[src/rtl/i2c_irq_regs.sv]
module i2c_irq_regs #(
  parameter int AW       = 8,
  parameter bit SMBUS_EN = 1'b1
) (
  input  logic          clk,
  input  logic          rst_n,
  input  logic          per_en,
  input  logic          bus_wr,
  input  logic          bus_rd,
  input  logic [AW-1:0] bus_addr,
  input  logic [31:0]   bus_wdata,
  output logic [31:0]   bus_rdata,
  input  logic          ev_rx_byte,
  input  logic          ev_tx_need,
  input  logic          ev_addr,
  input  logic          ev_nack,
  input  logic          ev_stop,
  input  logic          ev_berr,
  input  logic          ev_arlo,
  input  logic          ev_ovr,
  input  logic          ev_pecerr,
  input  logic          ev_timeout,
  input  logic          ev_alert,
  output logic          irq,
  output logic          tx_dma_req
);
  localparam logic [AW-1:0] OFS_CTRL = AW'(8'h00);
  localparam logic [AW-1:0] OFS_STAT = AW'(8'h18);
  localparam logic [AW-1:0] OFS_CLR  = AW'(8'h1C);
  localparam logic [AW-1:0] OFS_RXD  = AW'(8'h24);
  localparam logic [AW-1:0] OFS_TXD  = AW'(8'h28);
  localparam logic [13:0]   SMB_BITS = 14'h3800;
  localparam logic [13:0]   EV_MASK  = SMBUS_EN ? 14'h3F38 : (14'h3F38 & ~SMB_BITS);

  logic [7:0]  ctrl;
  logic [13:0] flg, flg_nxt, ev_set, ev_clr, ien;
  logic        irq_q;

  wire wr_ctrl = bus_wr && bus_addr == OFS_CTRL;
  wire wr_stat = bus_wr && bus_addr == OFS_STAT;
  wire wr_clr  = bus_wr && bus_addr == OFS_CLR;
  wire wr_txd  = bus_wr && bus_addr == OFS_TXD;
  wire rd_rxd  = bus_rd && bus_addr == OFS_RXD;
  wire nostr   = ctrl[6];

  assign ev_set = {ev_alert, ev_timeout, ev_pecerr, ev_ovr, ev_arlo, ev_berr,
                   2'b00, ev_stop, ev_nack, ev_addr, 3'b000};
  assign ev_clr = wr_clr ? bus_wdata[13:0] : 14'h0;
  assign ien    = {{6{ctrl[5]}}, 2'b00, ctrl[4], ctrl[3], ctrl[2], ctrl[1], ctrl[0], 1'b0};

  always_comb begin
    flg_nxt = ((flg & ~ev_clr) | ev_set) & EV_MASK;
    if (!per_en) begin
      flg_nxt[0] = 1'b1;
      flg_nxt[1] = 1'b0;
      flg_nxt[2] = 1'b0;
    end else begin
      flg_nxt[0] = ev_tx_need || (wr_stat && bus_wdata[0]) || (flg[0] && !wr_txd);
      flg_nxt[1] = ev_tx_need || (wr_stat && bus_wdata[1] && nostr) || (flg[1] && !wr_txd);
      flg_nxt[2] = ev_rx_byte || (flg[2] && !rd_rxd);
    end
  end

  always_ff @(posedge clk or negedge rst_n) begin
    if (!rst_n) begin
      flg   <= 14'h0001;
      ctrl  <= 8'h00;
      irq_q <= 1'b0;
    end else begin
      flg   <= flg_nxt;
      irq_q <= |(flg & ien);
      if (wr_ctrl) ctrl <= bus_wdata[7:0];
    end
  end

  always_comb begin
    bus_rdata = 32'h0;
    if (bus_addr == OFS_CTRL)      bus_rdata = {24'h0, ctrl};
    else if (bus_addr == OFS_STAT) bus_rdata = {18'h0, flg};
  end

  assign irq        = irq_q;
  assign tx_dma_req = flg[1] && ctrl[7];

  assert_disable_idle_R6: assert property (@(posedge clk) disable iff (!rst_n)
    !per_en |=> (flg[0] && !flg[1] && !flg[2]));
  assert_rx_read_clears_R2: assert property (@(posedge clk) disable iff (!rst_n)
    (rd_rxd && !ev_rx_byte) |=> !flg[2]);
  assert_tx_need_sets_R3: assert property (@(posedge clk) disable iff (!rst_n)
    (ev_tx_need && per_en) |=> (flg[0] && flg[1]));
  assert_set_beats_clear_R8: assert property (@(posedge clk) disable iff (!rst_n)
    ev_addr |=> flg[3]);
  assert_txis_guard_R5: assert property (@(posedge clk) disable iff (!rst_n)
    (!flg[1] && !ev_tx_need && !nostr) |=> !flg[1]);
  always_comb if (!SMBUS_EN) assert_no_smbus_R10: assert ((flg & SMB_BITS) == 14'h0);
endmodule

[config.mk]
export PLATFORM = sky130hd
export DESIGN_NAME = i2c_irq_regs
export DESIGN_NICKNAME = d
export VERILOG_FILES = /design/src/rtl/i2c_irq_regs.sv
export SDC_FILE = /design/constraint.sdc
export NUM_CORES = 1
export LEC_CHECK = 0
export BUFFER_PORTS_ARGS = -buffer_cell sky130_fd_sc_hd__buf_2
export CAP_MARGIN = 15
export CORE_MARGIN = 2
export CORE_UTILIZATION = 45
export CTS_BUF_LIST = sky130_fd_sc_hd__clkbuf_8
export CTS_CLUSTER_SIZE = 10
export DETAILED_ROUTE_END_ITERATION = 8
export GPL_ROUTABILITY_DRIVEN = 1
export PLACE_DENSITY_LB_ADDON = 0.25
export SYNTH_ARGS = -nofsm -noshare
export SYNTH_HDL_FRONTEND = slang
export SYNTH_SLANG_ARGS = --single-unit
export TNS_END_PERCENT = 5
[constraint.sdc]
create_clock -name clk -period 3.5 [get_ports clk]
set_input_delay 0.175 -clock clk [delete_from_list [all_inputs] [get_ports clk]]
set_output_delay 0.175 -clock clk [all_outputs]
set_load 0.005 [all_outputs]
==> results of run 1 <==
==> synthesized netlist by cell type, drive strengths merged <==
| library cell | n | area, µm² |
|---|---|---|
| a21o | 9 | 67.6 |
| a222oi | 1 | 10.0 |
| a22o | 6 | 52.6 |
| a22oi | 1 | 7.51 |
| a31o | 2 | 17.5 |
| a31oi | 1 | 6.26 |
| a41oi | 1 | 8.76 |
| and2 | 5 | 31.3 |
| and3 | 7 | 43.8 |
| buf | 19 | 146 |
| clkbuf | 4 | 15.0 |
| conb | 1 | 3.75 |
| dfrtp | 20 | 500 |
| dfstp | 1 | 26.3 |
| inv | 4 | 15.0 |
| mux2 | 8 | 120 |
| nand3 | 1 | 5.00 |
| nand4 | 10 | 62.6 |
| nand4b | 1 | 8.76 |
| nor3 | 2 | 10.0 |
| nor3b | 1 | 7.51 |
| nor4b | 3 | 32.5 |
| o21a | 2 | 15.0 |
| o31ai | 1 | 7.51 |
| or2 | 1 | 6.26 |
| or3 | 2 | 12.5 |
| or4 | 2 | 18.8 |
==> placed cells by master, fill, tap and decap left out, drive strengths merged, types with 2 or more instances in the layout <==
cell,synthesis,layout
buf,19,55
dfrtp,20,20
conb,1,18
nand4,10,10
a21o,9,9
mux2,8,8
and3,7,7
a22o,6,6
inv,4,5
and2,5,5
clkbuf,4,3
nor4b,3,3
a31o,2,2
o21a,2,2
or3,2,2
nor3,2,2
or4,2,2
==> power groups by stage <==
stage               registers, W  clock network [W]  logic (W)
floorplan               0.000260                  0  0.0000408
CTS                     0.000257           0.000161  0.0000642
detailed placement      0.000261                  0  0.0000629
global placement        0.000261                  0  0.0000612
finish                  0.000257           0.000157  0.0000639
global route            0.000258           0.000173  0.0000714
==> final cells by class <==
| type | count | area, µm² |
|---|---|---|
| clock buffers | 3 | 41.3 |
| repair buffers | 56 | 290 |
| multi-input cells | 85 | 619 |
| well taps | 31 | 38.8 |
| fillers | 259 | 1170 |
| clock inverters | 1 | 3.75 |
| inverters | 4 | 15.0 |
| flip-flops and latches | 21 | 527 |
==> cells by family after synthesis <==
group | count (synthesis) | synth area share [%]
AND/OR/NAND/NOR | 35 | 19.0
other | 1 | 0.298
AO/OA/AOI/OAI | 24 | 15.3
multiplexers | 8 | 9.54
flip-flops | 21 | 41.8
buffers and inverters | 27 | 14.0
==> repair_timing <==
action                                  in CTS  in global routing
endpoints found under the setup margin       0                  0
endpoints found under the hold margin       20                  0
hold buffers                                 1                  0
==> metal layers <==
layer,global-route usage [%],routed length (µm),part of all wire (%)
met4,4.98,14,0.49
met3,3.46,184,6.5
met1,23.4,1190,42
met2,32.5,1450,51
met5,0,0,0
==> through the flow <==
step	instances	instance area (µm²)	power, W
final	201	1540	0.000478
after global placement	196	1480	0.000322
after detailed placement	196	1480	0.000324
after global routing	201	1540	0.000503
after floorplan	133	1320	0.000301
after CTS	201	1540	0.000482
==> worst max-delay path by stage <==
stage / from / to / slack (ps) / depth (start not counted)
floorplan: bus_addr[5] / ctrl[0] / 1870 / 4
global placement: bus_addr[5] / bus_rdata[0] / 1540 / 5
detailed placement: bus_addr[5] / bus_rdata[5] / 1560 / 5
CTS: bus_addr[5] / bus_rdata[5] / 1560 / 5
global route: bus_addr[5] / bus_rdata[0] / 1370 / 5
finish: bus_addr[5] / bus_rdata[5] / 1530 / 5
==> sequential cells by signal, indices dropped and copies added (netlist names) <==
signal,cells
ctrl,8
irq,1
flg,12
==> critical path, delay by kind of cell <==
| kind | cells | cell delay (ps) |
|---|---|---|
| AO/OA/AOI/OAI | 1 | 240 |
| buffers and inverters | 2 | 220 |
| AND/OR/NAND/NOR | 2 | 1150 |
==> results.yml, run 1 <==
yosys:
  ys.warnings.count: 0
  yosysUniqueCellTypes: 31
  avgSynthCellArea_um2: 10.9
  synth_seq_cells: 21
  syn_inst: 116
  synth_area_um2: 1260
  seq_area_frac_synth_pct: 41.8
pwr:
  p_seq_share_pct: 53.7
  p_sw_w: 0.000117
  p_leak_nw: 0.802
  power.clock.fraction_pct: 32.9
  swShare_pct: 24.5
  powerDensity_nw_per_um2: 311
  intPower_w: 0.000361
  p_comb_share_pct: 13.4
  vdd_drop_max_uv: 251
min_path:
  holdPathEnd: "flg[9]"
  hold_class: "in2reg"
  hold_path_depth: 2
  hp-start: "ev_arlo"
timing:
  hold_ws_ps: 85.6
  fin_skew_ps: 2.52
  rsz0062_at_grt: "no"
  relSlewSlack_pct: 25.4
  worst_slew_pin_slew_ps: 1120
  finalWorstSetupSlack_ps: 1530
  period_share_pct: 56.3
  clock.fmax_mhz: 507
  setup_viol: 0
  setup-tns-final_ps: 0
  layout_min_cycle_time_ps: 1970
  final_hold_viol_count: 0
  final_max_slew_viol_count: 0
layout:
  area_growth_syn_to_layout_pct: 22.0
  final_core_util_pct: 56.6
  nets: 227
  drive_above_1_share_pct: 42.4
  diodes: 0
worst_setup_path:
  reg2reg_from: "flg[12]"
  cp-start-kind: "primary input"
  path_class: "in2out"
  path_cells: "buf_2, or3_1, nor3_1, a22o_1, buf_2"
  rrSetupSlack_ps: 2100
  slowest_delay_ps: 750
  rr_worst_depth: 3
  cp_slowest_cell: "nor3_1"
  r2r-end: "irq"
  crit_path_max_fanout: 8
  crit_top_cell: "buf_2"
  crit_required_ps: 3320
  crit_arrival_ps: 1800
  cp-end-kind: "output port"
floorplanning:
  die_y_um: 56.9
  row_count: 19
  initial_core_util_pct: 46.4
  ios: 90
  fp.dieW_um: 56.9
  core-area_um2: 2710
  die_area_um2: 3240
detailed_routing:
  routedWlPerCell_um: 14.1
  viasPerCell: 5.32
  drt_pre_antenna_iters: 4
  drc: 0
  routed_wl_mm: 2.84
  vias: 1069
  drtIter0Drc: 35
  postRouteAntennaNets: 0
place:
  place_ws_ps: 1560
  place.port_buffers: 53
  hpwl_mm: 2.16
  place_congestion: 0.765
clock_tree:
  cts_buffer_depth: 2
  h-tree-depth: 1
  cts_buffers: 3
  clock-root-buffer: "clkbuf_8"
  cts_tree: "built"
  cts_sinks: 21
  cts_resized: 0
  cts_setup_buffers: 0
  clk_latency_ps: 260
  clkTransAtPathRegs_ps: 70
global_route:
  grt_overflow: 0
  grt_pass1_wl_mm: 4.77
  grt_pass1_vias: 1056
  grt_max_degree: 22
  antenna_found_initial: 0
  grt_util_all_layers_pct: 18.6
status:
  status: "complete, no violations"
run:
  drv_cap: 0
Note: power is estimated with default switching activity, not from simulation.
==> run 2, diff against run 1 <==
- CORE_UTILIZATION: 45 -> 42
- clock period: 3.5 -> 1.9 ns (I/O delays scaled with it)
==> results.yml, run 2 (same netlist as run 1, synthesis figures left out) <==
status:
  status: "finished with violations"
  failed_checks: "DRC"
place:
  hpwl_mm: 2.20
  place_congestion: 0.905
  place.port_buffers: 53
  dp_cells: 198
timing:
  fin_skew_ps: 4.10
  hold_ws_ps: 7.11
  final_hold_viol_count: 0
  final_max_slew_viol_count: 0
  worst_slew_pin_slew_ps: 541
  setup_viol: 0
  layout_min_cycle_time_ps: 1440
  clock.fmax_mhz: 697
  period_share_pct: 75.5
  rsz0062_at_grt: "no"
  relSlewSlack_pct: 63.4
  setup-tns-final_ps: 0
floorplanning:
  initial_core_util_pct: 44.9
  core-area_um2: 2810
  die_y_um: 58.7
  fp.dieW_um: 58.7
  die_area_um2: 3450
  row_count: 19
  ios: 90
layout:
  layout_commonest_cell: "buf_2"
  final_core_util_pct: 55.3
  stdcell_count: 203
  drive_above_1_share_pct: 43.6
  largest_register_ff_count: 12
  area_growth_syn_to_layout_pct: 23.3
  final_cell_mix: "buf_2 (53), dfrtp_1 (20), conb_1 (18)"
  nets: 229
  regMostFlops: "flg"
  diodes: 0
worst_setup_path:
  slowest_delay_ps: 640
  cp-startpoint: "bus_addr[5]"
  reg2reg_from: "flg[12]"
  crit_path_max_fanout: 8
  cp_top_family: "simple AND/OR/NAND/NOR gates"
  cp_slowest_cell: "or4_4"
  rrSetupSlack_ps: 490
  cp-end-kind: "flop"
  cp-start-kind: "primary input"
  rr_worst_depth: 3
  crit_arrival_ps: 1580
  crit_required_ps: 2040
  r2r-end: "irq"
  path_buf_inv: 1
  path_cells: "buf_2, or3_1, or4_4, mux2_4"
  path_class: "in2reg"
detailed_routing:
  routed_wl_mm: 2.87
  routedWlPerCell_um: 14.2
  drtIter0Drc: 36
  drc: 7
  vias: 1068
  drt_pre_antenna_iters: 6
  postRouteAntennaNets: 0
  viasPerCell: 5.26
min_path:
  hold_class: "in2reg"
  holdPathEnd: "flg[5]"
  hold_path_depth: 2
  hp-start: "ev_stop"
run:
  drv_cap: 0
global_route:
  antenna_found_initial: 0
  grt_pass1_vias: 1037
  grt_pass1_wl_mm: 4.59
  grt_util_all_layers_pct: 17.4
  grt_max_degree: 22
  grt_overflow: 0
pwr:
  swShare_pct: 24.5
  p_sw_w: 0.000216
  vdd_drop_max_uv: 385
  p_leak_nw: 0.811
  intPower_w: 0.000667
  p_seq_share_pct: 53.5
  p_comb_share_pct: 13.5
  power.clock.fraction_pct: 33.0
  powerDensity_nw_per_um2: 570
clock_tree:
  clkTransAtPathRegs_ps: 80
  cts_buffer_depth: 2
  clk_latency_ps: 260
  clock-root-buffer: "clkbuf_8"
  cts_resized: 0
  cts_tree: "built"
  h-tree-depth: 1
  cts_buffers: 3
  cts_sinks: 21
## run 2: cell type report
class | instances | area [µm²]
tap | 31 | 38.8
clock buffer | 3 | 41.3
multi-input combinational | 85 | 619
inverter | 4 | 15.0
timing repair buffer | 58 | 305
clock inverter | 1 | 5.00
fill | 241 | 1250
sequential | 21 | 527
## run 2: how the worst max path moves through the flow
stage | end | slack [ps] | depth (start not counted)
5_1_grt | irq | 400 | 3
3_3_place_gp | ctrl[0] | 210 | 4
3_5_place_dp | ctrl[5] | 200 | 4
2_1_floorplan | ctrl[0] | 350 | 4
6_report | ctrl[5] | 460 | 4
4_1_cts | ctrl[6] | 470 | 4
## run 2: layer usage
metal	vias up	share of wire, %	GRT usage [%]	routed length (µm)
met5	-	0	0	0
met4	0	0.94	5.52	27
met3	4	8.0	3.74	231
met2	51	48	30.6	1370
met1	503	43	21.2	1240
li1	510	-	-	-
## run 2: what timing repair did
action / CTS / global route
hold buffers: 1 / 0
endpoints found under the hold margin: 20 / 0
setup buffers: 0 / 0
## run 2: stage by stage
| step | worst slack (ps) | instance area (µm²) | total power [W] |
|---|---|---|---|
| after floorplan | 351 | 1320 | 0.000554 |
| after global placement | 213 | 1500 | 0.000595 |
| after detailed placement | 195 | 1500 | 0.000599 |
| after CTS | 467 | 1550 | 0.000888 |
| after global routing | 399 | 1550 | 0.000931 |
| final | 465 | 1550 | 0.000884 |
## run 2: power groups by stage
| stage | combinational [W] | clock [W] | sequential, W |
|---|---|---|---|
| floorplan | 0.0000752 | 0 | 0.000479 |
| global route | 0.000133 | 0.000323 | 0.000475 |
| detailed placement | 0.000117 | 0 | 0.000482 |
| CTS | 0.000120 | 0.000295 | 0.000473 |
| global placement | 0.000114 | 0 | 0.000481 |
| finish | 0.000119 | 0.000291 | 0.000473 |
==> run 3, diff against run 2 <==
- CORE_UTILIZATION: 42 -> 38
- clock period: 1.9 -> 1.3 ns (I/O delays scaled with it)
==> results.yml, run 3 (same netlist as run 1, synthesis figures left out) <==
floorplanning:
  fp.dieW_um: 61.6
  row_count: 20
  die_area_um2: 3790
  initial_core_util_pct: 40.6
  core-area_um2: 3100
  ios: 90
  die_y_um: 61.6
detailed_routing:
  drt_pre_antenna_iters: 5
  routedWlPerCell_um: 13.7
  routed_wl_mm: 3.27
  drtIter0Drc: 46
  postRouteAntennaNets: 0
  vias: 1144
  drc: 0
  viasPerCell: 4.79
place:
  place_congestion: 0.830
  place.port_buffers: 53
  postPlaceCellArea_um2: 1620
  hpwl_mm: 2.46
pwr:
  p_comb_share_pct: 17.6
  p_seq_share_pct: 51.9
  powerDensity_nw_per_um2: 729
  vdd_drop_max_uv: 315
  p_sw_w: 0.000317
  power.clock.fraction_pct: 30.5
  p_leak_nw: 0.940
  finalPower_w: 0.00133
  swShare_pct: 23.8
  intPower_w: 0.00102
min_path:
  holdPathEnd: "flg[0]"
  hold_class: "in2reg"
  hp-start: "per_en"
  hold_path_depth: 2
clock_tree:
  cts_tree: "built"
  clkTransAtPathRegs_ps: 70
  cts_buffers: 3
  cts_sinks: 21
  clk_latency_ps: 250
  h-tree-depth: 1
  clock-root-buffer: "clkbuf_8"
  cts_buffer_depth: 2
timing:
  finalWorstSetupSlack_ps: -33.8
  layout_min_cycle_time_ps: 1330
  final_hold_viol_count: 0
  hold_ws_ps: 19.9
  period_share_pct: 103
  setup_viol: 9
  final_max_slew_viol_count: 0
  fin_skew_ps: 3.00
  clock.fmax_mhz: 750
  rsz0062_at_grt: "yes"
worst_setup_path:
  crit_path_max_fanout: 8
  rr_worst_depth: 3
  cp-end-kind: "flop"
  path_class: "in2reg"
  cp_slowest_cell: "or4_4"
  crit_arrival_ps: 1480
  slowest_delay_ps: 600
  cp_top_family: "simple AND/OR/NAND/NOR gates"
  reg2reg_from: "flg[9]"
  crit_required_ps: 1440
  path_buf_inv: 1
  r2r-end: "irq"
  path_cells: "buf_6, or3_4, or4_4, mux2_4"
  cp-start-kind: "primary input"
  rrSetupSlack_ps: -30
global_route:
  grt_pass1_wl_mm: 5.22
  antenna_found_initial: 0
  grt_util_all_layers_pct: 18.7
  grt_pass1_vias: 1200
  grt_overflow: 0
  grt_max_degree: 22
run:
  drv_cap: 0
layout:
  final.fill_count: 287
  area_growth_syn_to_layout_pct: 45.4
  final_area_um2: 1830
  final_cell_mix: "buf_2 (51), dfrtp_1 (20), conb_1 (18), buf_4 (18)"
  regMostFlops: "flg"
  diodes: 0
  layout_commonest_cell: "buf_2"
  drive_above_1_share_pct: 48.2
  nets: 252
  largest_register_ff_count: 12
status:
  failed_checks: "setup timing"
  status: "finished with violations"
-- run 3: changes by cell type in the layout (fill, tap and decap cells not counted), moves of 2 or more --
| cell | change |
|---|---|
| nor4b_4 | +2 |
| buf_4 | +14 |
| dlygate4sd3_1 | +9 |
| buf_6 | +2 |
| buf_2 | -2 |
| or3_4 | +2 |
| or3_1 | -2 |
-- run 3: layer usage --
layer | GRT usage, % | vias to the layer above | share of wire (%)
li1 | - | 555 | -
met5 | 0 | - | 0
met1 | 22.4 | 541 | 41
met4 | 5.47 | 0 | 0
met2 | 33.7 | 48 | 52
met3 | 3.57 | 0 | 7.2
-- run 3: power by group through the flow --
stage / logic (W) / registers (W) / clock network (W)
6_report: 0.000235 / 0.000692 / 0.000406
5_1_grt: 0.000262 / 0.000695 / 0.000465
4_1_cts: 0.000226 / 0.000691 / 0.000419
3_5_place_dp: 0.000194 / 0.000704 / 0
3_3_place_gp: 0.000188 / 0.000703 / 0
2_1_floorplan: 0.000110 / 0.000700 / 0
-- run 3: final cells by class --
type / count / area [µm²] / area share, %
Inverter: 4 / 15.0 / 0.820
Multi-Input combinational cell: 85 / 676 / 36.9
Timing Repair Buffer: 81 / 513 / 28.0
Tap cell: 44 / 55.1 / 3.01
Clock inverter: 1 / 3.75 / 0.205
Clock buffer: 3 / 41.3 / 2.26
Sequential cell: 21 / 527 / 28.8
-- run 3: worst register-to-register path, cell delays in order, from the launching register on --
cell and delay (ps):
dfrtp_1 380, or4_4 550, o31ai_4 180, nand3_1 90
-- run 3: stage by stage --
| step | utilization, % | setup TNS [ps] | cells | setup slack, ps |
|---|---|---|---|---|
| finish | 59.0 | -272 | 239 | -33.8 |
| global route | 59.0 | -368 | 239 | -98.0 |
| CTS | 57.8 | -200 | 239 | -49.5 |
| detailed placement | 52.1 | -3170 | 225 | -328 |
| global placement | 52.1 | -2670 | 225 | -305 |
| floorplan | - | -1530 | 133 | -192 |
-- run 3: worst max-delay path by stage --
stage / from / end / slack, ps / cells after the start
floorplan: bus_addr[3] / ctrl[0] / -190 / 4
global placement: bus_addr[3] / ctrl[5] / -310 / 4
detailed placement: bus_addr[3] / ctrl[7] / -330 / 4
CTS: flg[12] / irq / -50 / 3
global route: flg[9] / irq / -100 / 3
finish: bus_addr[0] / ctrl[7] / -30 / 4
-- run 3: timing repair --
item,4_1_cts,5_1_grt
setup endpoints to repair,15,23
resized for setup,6,6
pin swaps,1,3
setup buffers,0,0
hold endpoints to repair,29,0
hold buffers,10,0
